**src/rtl/spim_pkg.sv**
```systemverilog
package spim_pkg;

    localparam int DATA_W = 8;
    localparam int IDX_W  = $clog2(DATA_W);

    typedef struct packed {
        logic cpol;
        logic cpha;
        logic lsb_first;
    } spi_mode_t;

    // Bit number k of the serial order
    function automatic logic bit_at(logic [DATA_W-1:0] d, logic [IDX_W-1:0] k, logic lsb);
        logic [IDX_W-1:0] pos;
        pos = lsb ? k : (IDX_W'(DATA_W - 1) - k);
        return d[pos];
    endfunction

endpackage

```
**src/rtl/spim_clkgen.sv**
```systemverilog
module spim_clkgen #(
    parameter int DIV_W = 12
) (
    input  logic             clk,
    input  logic             rst,
    input  logic             run,
    input  logic [DIV_W-1:0] div,
    output logic             tick
);
    logic [DIV_W-1:0] cnt;

    assign tick = run && (cnt == div);

    always_ff @(posedge clk) begin
        if (rst || !run || tick) begin
            cnt <= '0;
        end else begin
            cnt <= cnt + DIV_W'(1);
        end
    end
endmodule

```
**src/rtl/spim_shifter.sv**
```systemverilog
module spim_shifter
    import spim_pkg::*;
(
    input  logic              clk,
    input  logic              rst,
    input  spi_mode_t         mode,
    input  logic              tick,
    input  logic              load,
    input  logic [DATA_W-1:0] load_data,
    input  logic              miso,
    output logic              busy,
    output logic              sck,
    output logic              mosi,
    output logic              done,
    output logic [DATA_W-1:0] done_data
);
    localparam int H_W = $clog2(2 * DATA_W);

    logic [H_W-1:0]    half;
    logic              phase;
    logic              mosi_q;
    logic [DATA_W-1:0] txb;
    logic [DATA_W-1:0] rxb;
    logic [DATA_W-1:0] rx_next;
    logic [IDX_W-1:0]  bit_k;
    logic [IDX_W-1:0]  rx_idx;
    logic              lead;
    logic              trail;
    logic              sample;

    assign bit_k  = half[H_W-1:1];
    assign lead   = tick && !half[0];
    assign trail  = tick && half[0];
    assign sample = mode.cpha ? trail : lead;
    assign rx_idx = mode.lsb_first ? bit_k : (IDX_W'(DATA_W - 1) - bit_k);
    assign done   = trail && (half == H_W'(2 * DATA_W - 1));

    always_comb begin
        rx_next = rxb;
        if (sample) begin
            rx_next[rx_idx] = miso;
        end
    end

    assign done_data = rx_next;

    always_ff @(posedge clk) begin
        if (rst) begin
            busy   <= 1'b0;
            half   <= '0;
            phase  <= 1'b0;
            mosi_q <= 1'b0;
            txb    <= '0;
            rxb    <= '0;
        end else begin
            if (tick) begin
                phase <= ~phase;
                half  <= half + H_W'(1);
                rxb   <= rx_next;
                if (!mode.cpha && trail && !done) begin
                    mosi_q <= bit_at(txb, bit_k + IDX_W'(1), mode.lsb_first);
                end
                if (mode.cpha && lead) begin
                    mosi_q <= bit_at(txb, bit_k, mode.lsb_first);
                end
            end
            if (done) begin
                busy <= 1'b0;
            end
            if (load) begin
                busy <= 1'b1;
                half <= '0;
                txb  <= load_data;
                if (!mode.cpha) begin
                    mosi_q <= bit_at(load_data, '0, mode.lsb_first);
                end
            end
        end
    end

    assign sck  = mode.cpol ^ phase;
    assign mosi = mosi_q;

    AST_SCK_IDLE: assert property (@(posedge clk) disable iff (rst) !busy |-> sck == mode.cpol);
endmodule

```
**src/rtl/spim_rxq.sv**
```systemverilog
module spim_rxq
    import spim_pkg::*;
#(
    parameter int DEPTH = 2
) (
    input  logic              clk,
    input  logic              rst,
    input  logic              push,
    input  logic [DATA_W-1:0] din,
    input  logic              rd,
    output logic [DATA_W-1:0] head,
    output logic              nonempty,
    output logic              ovr
);
    localparam int SLOTS = DEPTH + 1;
    localparam int CNT_W = $clog2(SLOTS + 1);

    logic [DATA_W-1:0] mem [SLOTS];
    logic [CNT_W-1:0]  count;
    logic              pop;
    logic              full;
    logic              clobber;
    logic [CNT_W-1:0]  wr_idx;

    assign pop      = rd && (count != '0);
    assign full     = (count == CNT_W'(SLOTS));
    assign clobber  = push && full && !pop;
    assign wr_idx   = count - CNT_W'(pop);
    assign head     = mem[0];
    assign nonempty = (count != '0);

    always_ff @(posedge clk) begin
        if (pop) begin
            for (int i = 0; i < SLOTS - 1; i++) begin
                mem[i] <= mem[i+1];
            end
        end
        if (clobber) begin
            mem[SLOTS-1] <= din;
        end else if (push) begin
            mem[wr_idx] <= din;
        end
    end

    always_ff @(posedge clk) begin
        if (rst) begin
            count <= '0;
            ovr   <= 1'b0;
        end else begin
            if (!clobber) begin
                count <= count + CNT_W'(push) - CNT_W'(pop);
            end
            if (clobber) begin
                ovr <= 1'b1;
            end else if (pop) begin
                ovr <= 1'b0;
            end
        end
    end

    AST_NO_OVERFLOW: assert property (@(posedge clk) disable iff (rst) count <= CNT_W'(SLOTS));
    AST_OVR_SET: assert property (@(posedge clk) disable iff (rst) push && full && !rd |=> ovr);
    AST_COUNT_HOLD: assert property (@(posedge clk) disable iff (rst) !push && !rd |=> $stable(count));
endmodule

```
**src/rtl/spim_core.sv**
```systemverilog
module spim_core
    import spim_pkg::*;
#(
    parameter int DIV_W    = 12,
    parameter int RX_DEPTH = 2
) (
    input  logic              clk,
    input  logic              rst,
    input  logic              tx_en,
    input  logic              rx_en,
    input  logic              cpol,
    input  logic              cpha,
    input  logic              lsb_first,
    input  logic [DIV_W-1:0]  clk_div,
    input  logic              wr_en,
    input  logic [DATA_W-1:0] wr_data,
    input  logic              rd_en,
    input  logic              miso,
    output logic [DATA_W-1:0] rd_data,
    output logic              txbuf_empty,
    output logic              rx_ready,
    output logic              overrun,
    output logic              sck,
    output logic              mosi,
    output logic              mosi_oe
);
    spi_mode_t         mode;
    logic              hold_valid;
    logic [DATA_W-1:0] hold_data;
    logic              wr_ok;
    logic              busy;
    logic              done;
    logic              tick;
    logic              sh_load;
    logic [DATA_W-1:0] rx_byte;

    assign mode    = '{cpol: cpol, cpha: cpha, lsb_first: lsb_first};
    assign wr_ok   = wr_en && tx_en;
    assign sh_load = tx_en && hold_valid && (!busy || done);

    always_ff @(posedge clk) begin
        if (rst) begin
            hold_valid <= 1'b0;
            hold_data  <= '0;
        end else begin
            if (wr_ok) begin
                hold_valid <= 1'b1;
                hold_data  <= wr_data;
            end else if (sh_load) begin
                hold_valid <= 1'b0;
            end
        end
    end

    spim_clkgen #(.DIV_W(DIV_W)) u_clkgen (
        .clk  (clk),
        .rst  (rst),
        .run  (busy),
        .div  (clk_div),
        .tick (tick)
    );

    spim_shifter u_shift (
        .clk       (clk),
        .rst       (rst),
        .mode      (mode),
        .tick      (tick),
        .load      (sh_load),
        .load_data (hold_data),
        .miso      (miso),
        .busy      (busy),
        .sck       (sck),
        .mosi      (mosi),
        .done      (done),
        .done_data (rx_byte)
    );

    spim_rxq #(.DEPTH(RX_DEPTH)) u_rxq (
        .clk      (clk),
        .rst      (rst),
        .push     (done && rx_en),
        .din      (rx_byte),
        .rd       (rd_en),
        .head     (rd_data),
        .nonempty (rx_ready),
        .ovr      (overrun)
    );

    assign txbuf_empty = !hold_valid;
    assign mosi_oe     = tx_en;

    AST_HOLD_LOAD: assert property (@(posedge clk) disable iff (rst)
        hold_valid && tx_en && !busy && !wr_en |=> txbuf_empty);
    AST_BACK_TO_BACK: assert property (@(posedge clk) disable iff (rst)
        done && hold_valid && tx_en |=> busy);
    AST_TX_GATE: assert property (@(posedge clk) disable iff (rst)
        !tx_en && !busy |=> !busy);
endmodule

```
**config.mk**
```make
export PLATFORM = sky130hd
export DESIGN_NAME = spim_core
export DESIGN_NICKNAME = d
export VERILOG_FILES = /design/src/rtl/spim_pkg.sv /design/src/rtl/spim_clkgen.sv /design/src/rtl/spim_shifter.sv /design/src/rtl/spim_rxq.sv /design/src/rtl/spim_core.sv
export SDC_FILE = /design/constraint.sdc
export NUM_CORES = 1
export LEC_CHECK = 0
export BUFFER_PORTS_ARGS = -buffer_cell sky130_fd_sc_hd__buf_2
export CAP_MARGIN = 20
export CORE_AREA = 3 3 110 112
export DETAILED_ROUTE_END_ITERATION = 8
export DIE_AREA = 0 0 113 115
export PLACE_DENSITY = 0.59
export SETUP_SLACK_MARGIN = 0.15
export SLEW_MARGIN = 10
export SYNTH_ARGS = -nofsm -noshare
export SYNTH_HDL_FRONTEND = slang
export SYNTH_SLANG_ARGS = --single-unit
```
**constraint.sdc**
```tcl
create_clock -name clk -period 2.45 [get_ports clk]
set_input_delay 0 -clock clk [delete_from_list [all_inputs] [get_ports clk]]
set_output_delay 0 -clock clk [all_outputs]
set_load 0.01 [all_outputs]
```
# After elaboration in Yosys (flattened, before gate mapping)
# Memory sizes are Yosys's and may differ from the RTL's.
# Cells that the tools add are included.
# classes
bitwise,2
n_mux,35
order_cmp,4
reduce_logical,30
n_eq_ne,3
add_sub_neg,8
# op_table
cell,n
2-to-1 mux 1 bit,24
2-to-1 mux 8 bit,2
logical AND 1 bit,15
"adder 12 x 1 -> 12 bit, second input constant",1
== test 12 bit,1
"less-than comparator 3 x 4 -> 1 bit, second input constant",3
binary-select mux 1 bit (select 3 bit),3
2-to-1 mux 3 bit,3
bitwise mux 8 bit,1
nonzero test 2 bit,4
OR reduction 8 bit,1
logical NOT 1 bit,6
"subtractor 3 bit, first input constant",2
"adder 4 x 1 -> 4 bit, second input constant",1
"== test 4 bit, second input constant",1
subtractor 2 x 1 -> 2 bit,2
"adder 3 x 1 -> 3 bit, second input constant",1
demux 1 bit (select 3 bit),1
"greater-or-equal comparator 3 x 1 -> 1 bit, second input constant",1
logical OR 1 bit,3
adder 2 x 1 -> 2 bit,1
"== test 2 bit, second input constant",1
2-to-1 mux 2 bit,1
OR reduction 2 bit,1
other kinds (2),2
# word_totals
input_bits,30
ramBits,24
out_inout_bits,14
wordCells,94
memories,1
ff_bits,47
# mem_list
memory,depth,word_bits,read_ports,rd_clocked_by_memory_dff,wr,line,text
u_rxq.mem,3,8,3,0,3,spim_rxq.sv:18,logic [DATA_W-1:0] mem [SLOTS];

# Logic depth before layout (Yosys ltp)
# depth
word_depth,11
depth_mapped,10
ltp_nobuf,10

# Cells and area by module
# Synthesis repeated with hierarchy kept, for this count alone.
# unflattened
cells_unflattened,418
hier_area_um2,4077.7
# modules_own_cells
module,n_inst,cells_per_inst,area_per_inst_um2,seq_area_each_um2
spim_shifter,1,196,1696.6,460.4
spim_rxq,1,103,1260.0,780.7
spim_clkgen,1,72,675.6,240.2
spim_core,1,47,445.4,180.2

# Worst setup path before layout
# OpenSTA, ideal clock, no wires.
# synth_timing
path_kind,register to register
startpoint,register u_rxq.count[1]
endpoint,"memory u_rxq.mem[1][0], enable pin"
stages_incl_launch_ff,10
t_required_ns,2.121
setup_slack_ns,-0.003
n_path_buf,0
arrival_time_ns,2.124
period_less_slack_ns,2.453
setup_ns,0.329
cell_sequence,dfxtp_1 -> or2_2 -> nand2_1 -> inv_1 -> ha_1 -> or2_2 -> o21ai_0 -> nor4b_4 -> nand2_1 -> nand2_1
# synth_lines
item,line,text
"start, declared",spim_rxq.sv:19,logic [CNT_W-1:0] count;
"start signal, assigned",spim_rxq.sv:51,count <= count + CNT_W'(push) - CNT_W'(pop);
"end, declared",spim_rxq.sv:18,

==> results.txt <==
syn_nets: 447
gr usage total: 13.7%
skew final: 0.00613 ns
Antenna diodes: 0
initial antenna violation count: 0
fin crit period: 2.24 ns
CTS root buffer: clkbuf_16
CP Launch Type: flip-flop
Crit Path Category: flip-flop to flip-flop
Final Setup Violations: 0
area delta synth->final: 22.6%
Starting Density: 34.4%
Seq cells post-synth: 71
Core ar.: 11300 sq um
routed len/inst: 14.0 microns
Setup WS pre-CTS: 0.0705 ns
PortBufs: 43
total congestion overflow: 0
detailed-route via count: 3173
Iteration-0 DRC Markers: 172
antenna viol nets, final: 0
htree depth: 3
Die H: 115 microns
HP Class: primary input to flip-flop
top post-synthesis cells by area: dfxtp_1 24%, edfxtp_1 19%, nand2_1 6.2%, xnor2_1 4.7%, mux2i_1 2.8%
worst rel slew slack: 63.9%
DRC Markers: 0
leakage: 1.76 nW
Nets: 508
clk slew on worst S/H paths: 0.06 ns
vias in the first global route: 3106
most common cell in the netlist: nand2_1
period utilization: 91.3%
CTS Sinks: 71
Vias/cell: 5.12
Unique masters post-synth: 58
YS warnings: 0
Slew @ Worst Pin: 0.538 ns
max frequency: 447 MHz
clock tree buffer depth: 2
Critical Path Fanout Max: 5
drt total wl: 8.68 mm
async set-reset flop share out of synthesis: 0%
Req. time, crit path: 2.52 ns
# rows: 39
VDD IR max: 330 uV
final hold violation count: 0
outcome: complete, no violations
Post-Syn Instances: 411
dominant cell type by area after synthesis: dfxtp_1
Post-synth top cells: 64 x nand2_1, 47 x dfxtp_1, 24 x edfxtp_1, 21 x a21oi_1, 21 x xnor2_1
die footprint: 13000 sq um
EDFF count, synth: 24
Die Wd: 113 microns
first-pass GRT wire length: 14.5 mm
Synth top area share: 24.2%
largest net degree at the start of global routing: 46
max-cap violations: 0
register area share after synthesis: 42.7%
Final GP Congestion: 0.843
CTS buffer count: 9
clk_lat worst skew: 0.32 ns
Cell Pwr Density: 531 nW/um^2
Fin Setup TNS: 0 ns
Slew Viols, Final: 0
WP data arrival: 2.31 ns
Synth Flop Type: dfxtp_1
1st-pass router iterations: 4
Synth Area per Inst: 9.47 sq um
critical path capture point type: flip-flop
RSZ-0062 raised after global routing: no
Post-Synthesis Cell Area: 3890 sq um
layout cells sized above 1: 25.6%
CTS tree: done
DP HPWL: 6.43 mm
Final WS setup: 0.213 ns
num ports: 44
power breakdown:
part	switching, mW	internal, mW	total [mW]	leakage [nW]
logic	0.0798	0.0662	0.146	1.04
clock network	0.486	0.675	1.16	0.131
registers	0.00745	1.22	1.23	0.592
total	0.573	1.96	2.53	1.76
critical path, cell delays in order (launching register included):
cell and delay, ns:
dfxtp_2 0.33, or2_4 0.26, nand2_4 0.07, inv_2 0.05, ha_4 0.15, or2_2 0.28, o21ai_2 0.07, nor4b_4 0.26
nand2_2 0.17, mux2_4 0.34
metal layers:
metal	part of all wire (%)	GRT usage, %	vias to the layer above	wire, microns
met5	0	0	-	0
met4	1.8	5.93	0	158
met3	4.5	3.16	10	395
met2	49	22.7	70	4260
met1	45	17.3	1490	3870
li1	-	-	1603	-
metrics by stage:
stage | utilization (%) | power [mW] | instance area (sq um) | instances | hold WS, ns
2_1_floorplan | - | 1.34 | 3910 | 411 | 0.0760
3_3_place_gp | 38.2 | 1.38 | 4330 | 593 | 0.241
3_5_place_dp | 38.2 | 1.39 | 4330 | 593 | 0.246
4_1_cts | 41.3 | 2.56 | 4680 | 617 | 0.0375
5_1_grt | 42.1 | 2.63 | 4770 | 620 | 0.0571
6_report | 42.1 | 2.53 | 4770 | 620 | 0.0549
kinds of logic (layout without fill, tap and decap cells):
kind of cell | Yosys count | count (layout) | synth area share (%)
and+or+nand+nor | 172 | 172 | 24.1
AOI/OAI and AO/OA | 76 | 76 | 12.7
DFF | 71 | 71 | 42.7
buffers and inverters | 32 | 98 | 4.12
xor gates and xnor gates | 31 | 31 | 6.98
muxes | 23 | 23 | 7.46
adders and majority gates | 6 | 6 | 1.93
layout by cell type, fill, tap and decap left out, drive strengths merged, types with 5 or more instances in the layout:
master | Yosys | routed
a21oi | 22 | 22
and3 | 8 | 8
and4 | 8 | 8
buf | 14 | 64
clkbuf | 8 | 9
clkinv | 0 | 5
dfxtp | 47 | 47
dlygate4sd3 | 0 | 8
edfxtp | 24 | 24
ha | 6 | 6
inv | 10 | 10
mux2 | 8 | 8
mux2i | 11 | 11
nand2 | 64 | 64
nand2b | 8 | 8
nand3 | 12 | 12
nand4 | 13 | 13
nor2 | 17 | 17
nor2b | 5 | 5
nor3 | 8 | 8
o211ai | 12 | 12
o21ai | 19 | 19
or2b | 10 | 10
xnor2 | 21 | 21
xor2 | 10 | 10
layout make-up:
type	count	area (sq um)
clock buffer	9	225
clock inverter	7	40.0
fill	1113	6550
inverter	10	37.5
multi-input combinational	308	2160
sequential	71	1660
tap	143	179
timing repair buffer	72	465
registers in the layout (all words and copies together) (netlist names):
name           flops
hold_data          8
hold_valid         1
u_clkgen.cnt      12
u_rxq.count        2
u_rxq.mem         24
u_rxq.ovr          1
u_shift.busy       1
u_shift.half       4
u_shift.mosi       1
u_shift.phase      1
u_shift.rxb        8
u_shift.txb        8
path summary, 6_finish.rpt:
path                                startpoint              end  slack, ns  depth (start not counted)
worst min-delay path                     rd_en   u_rxq.count[1]       0.05                          3
worst min register to register    hold_data[3]     hold_data[3]       0.45                          2
worst max register to register  u_rxq.count[0]  u_rxq.mem[1][4]       0.21                          9
worst max-delay path            u_rxq.count[0]  u_rxq.mem[1][4]       0.21                          9
what timing repair did:
action / CTS / global route
pin swaps: 0 / 4
resized for setup: 4 / 15
endpoints found under the hold margin: 8 / 0
hold buffers: 8 / 0
buffers inserted: 0 / 3
endpoints found under the setup margin: 21 / 34
(Power assumes the default switching activity.)
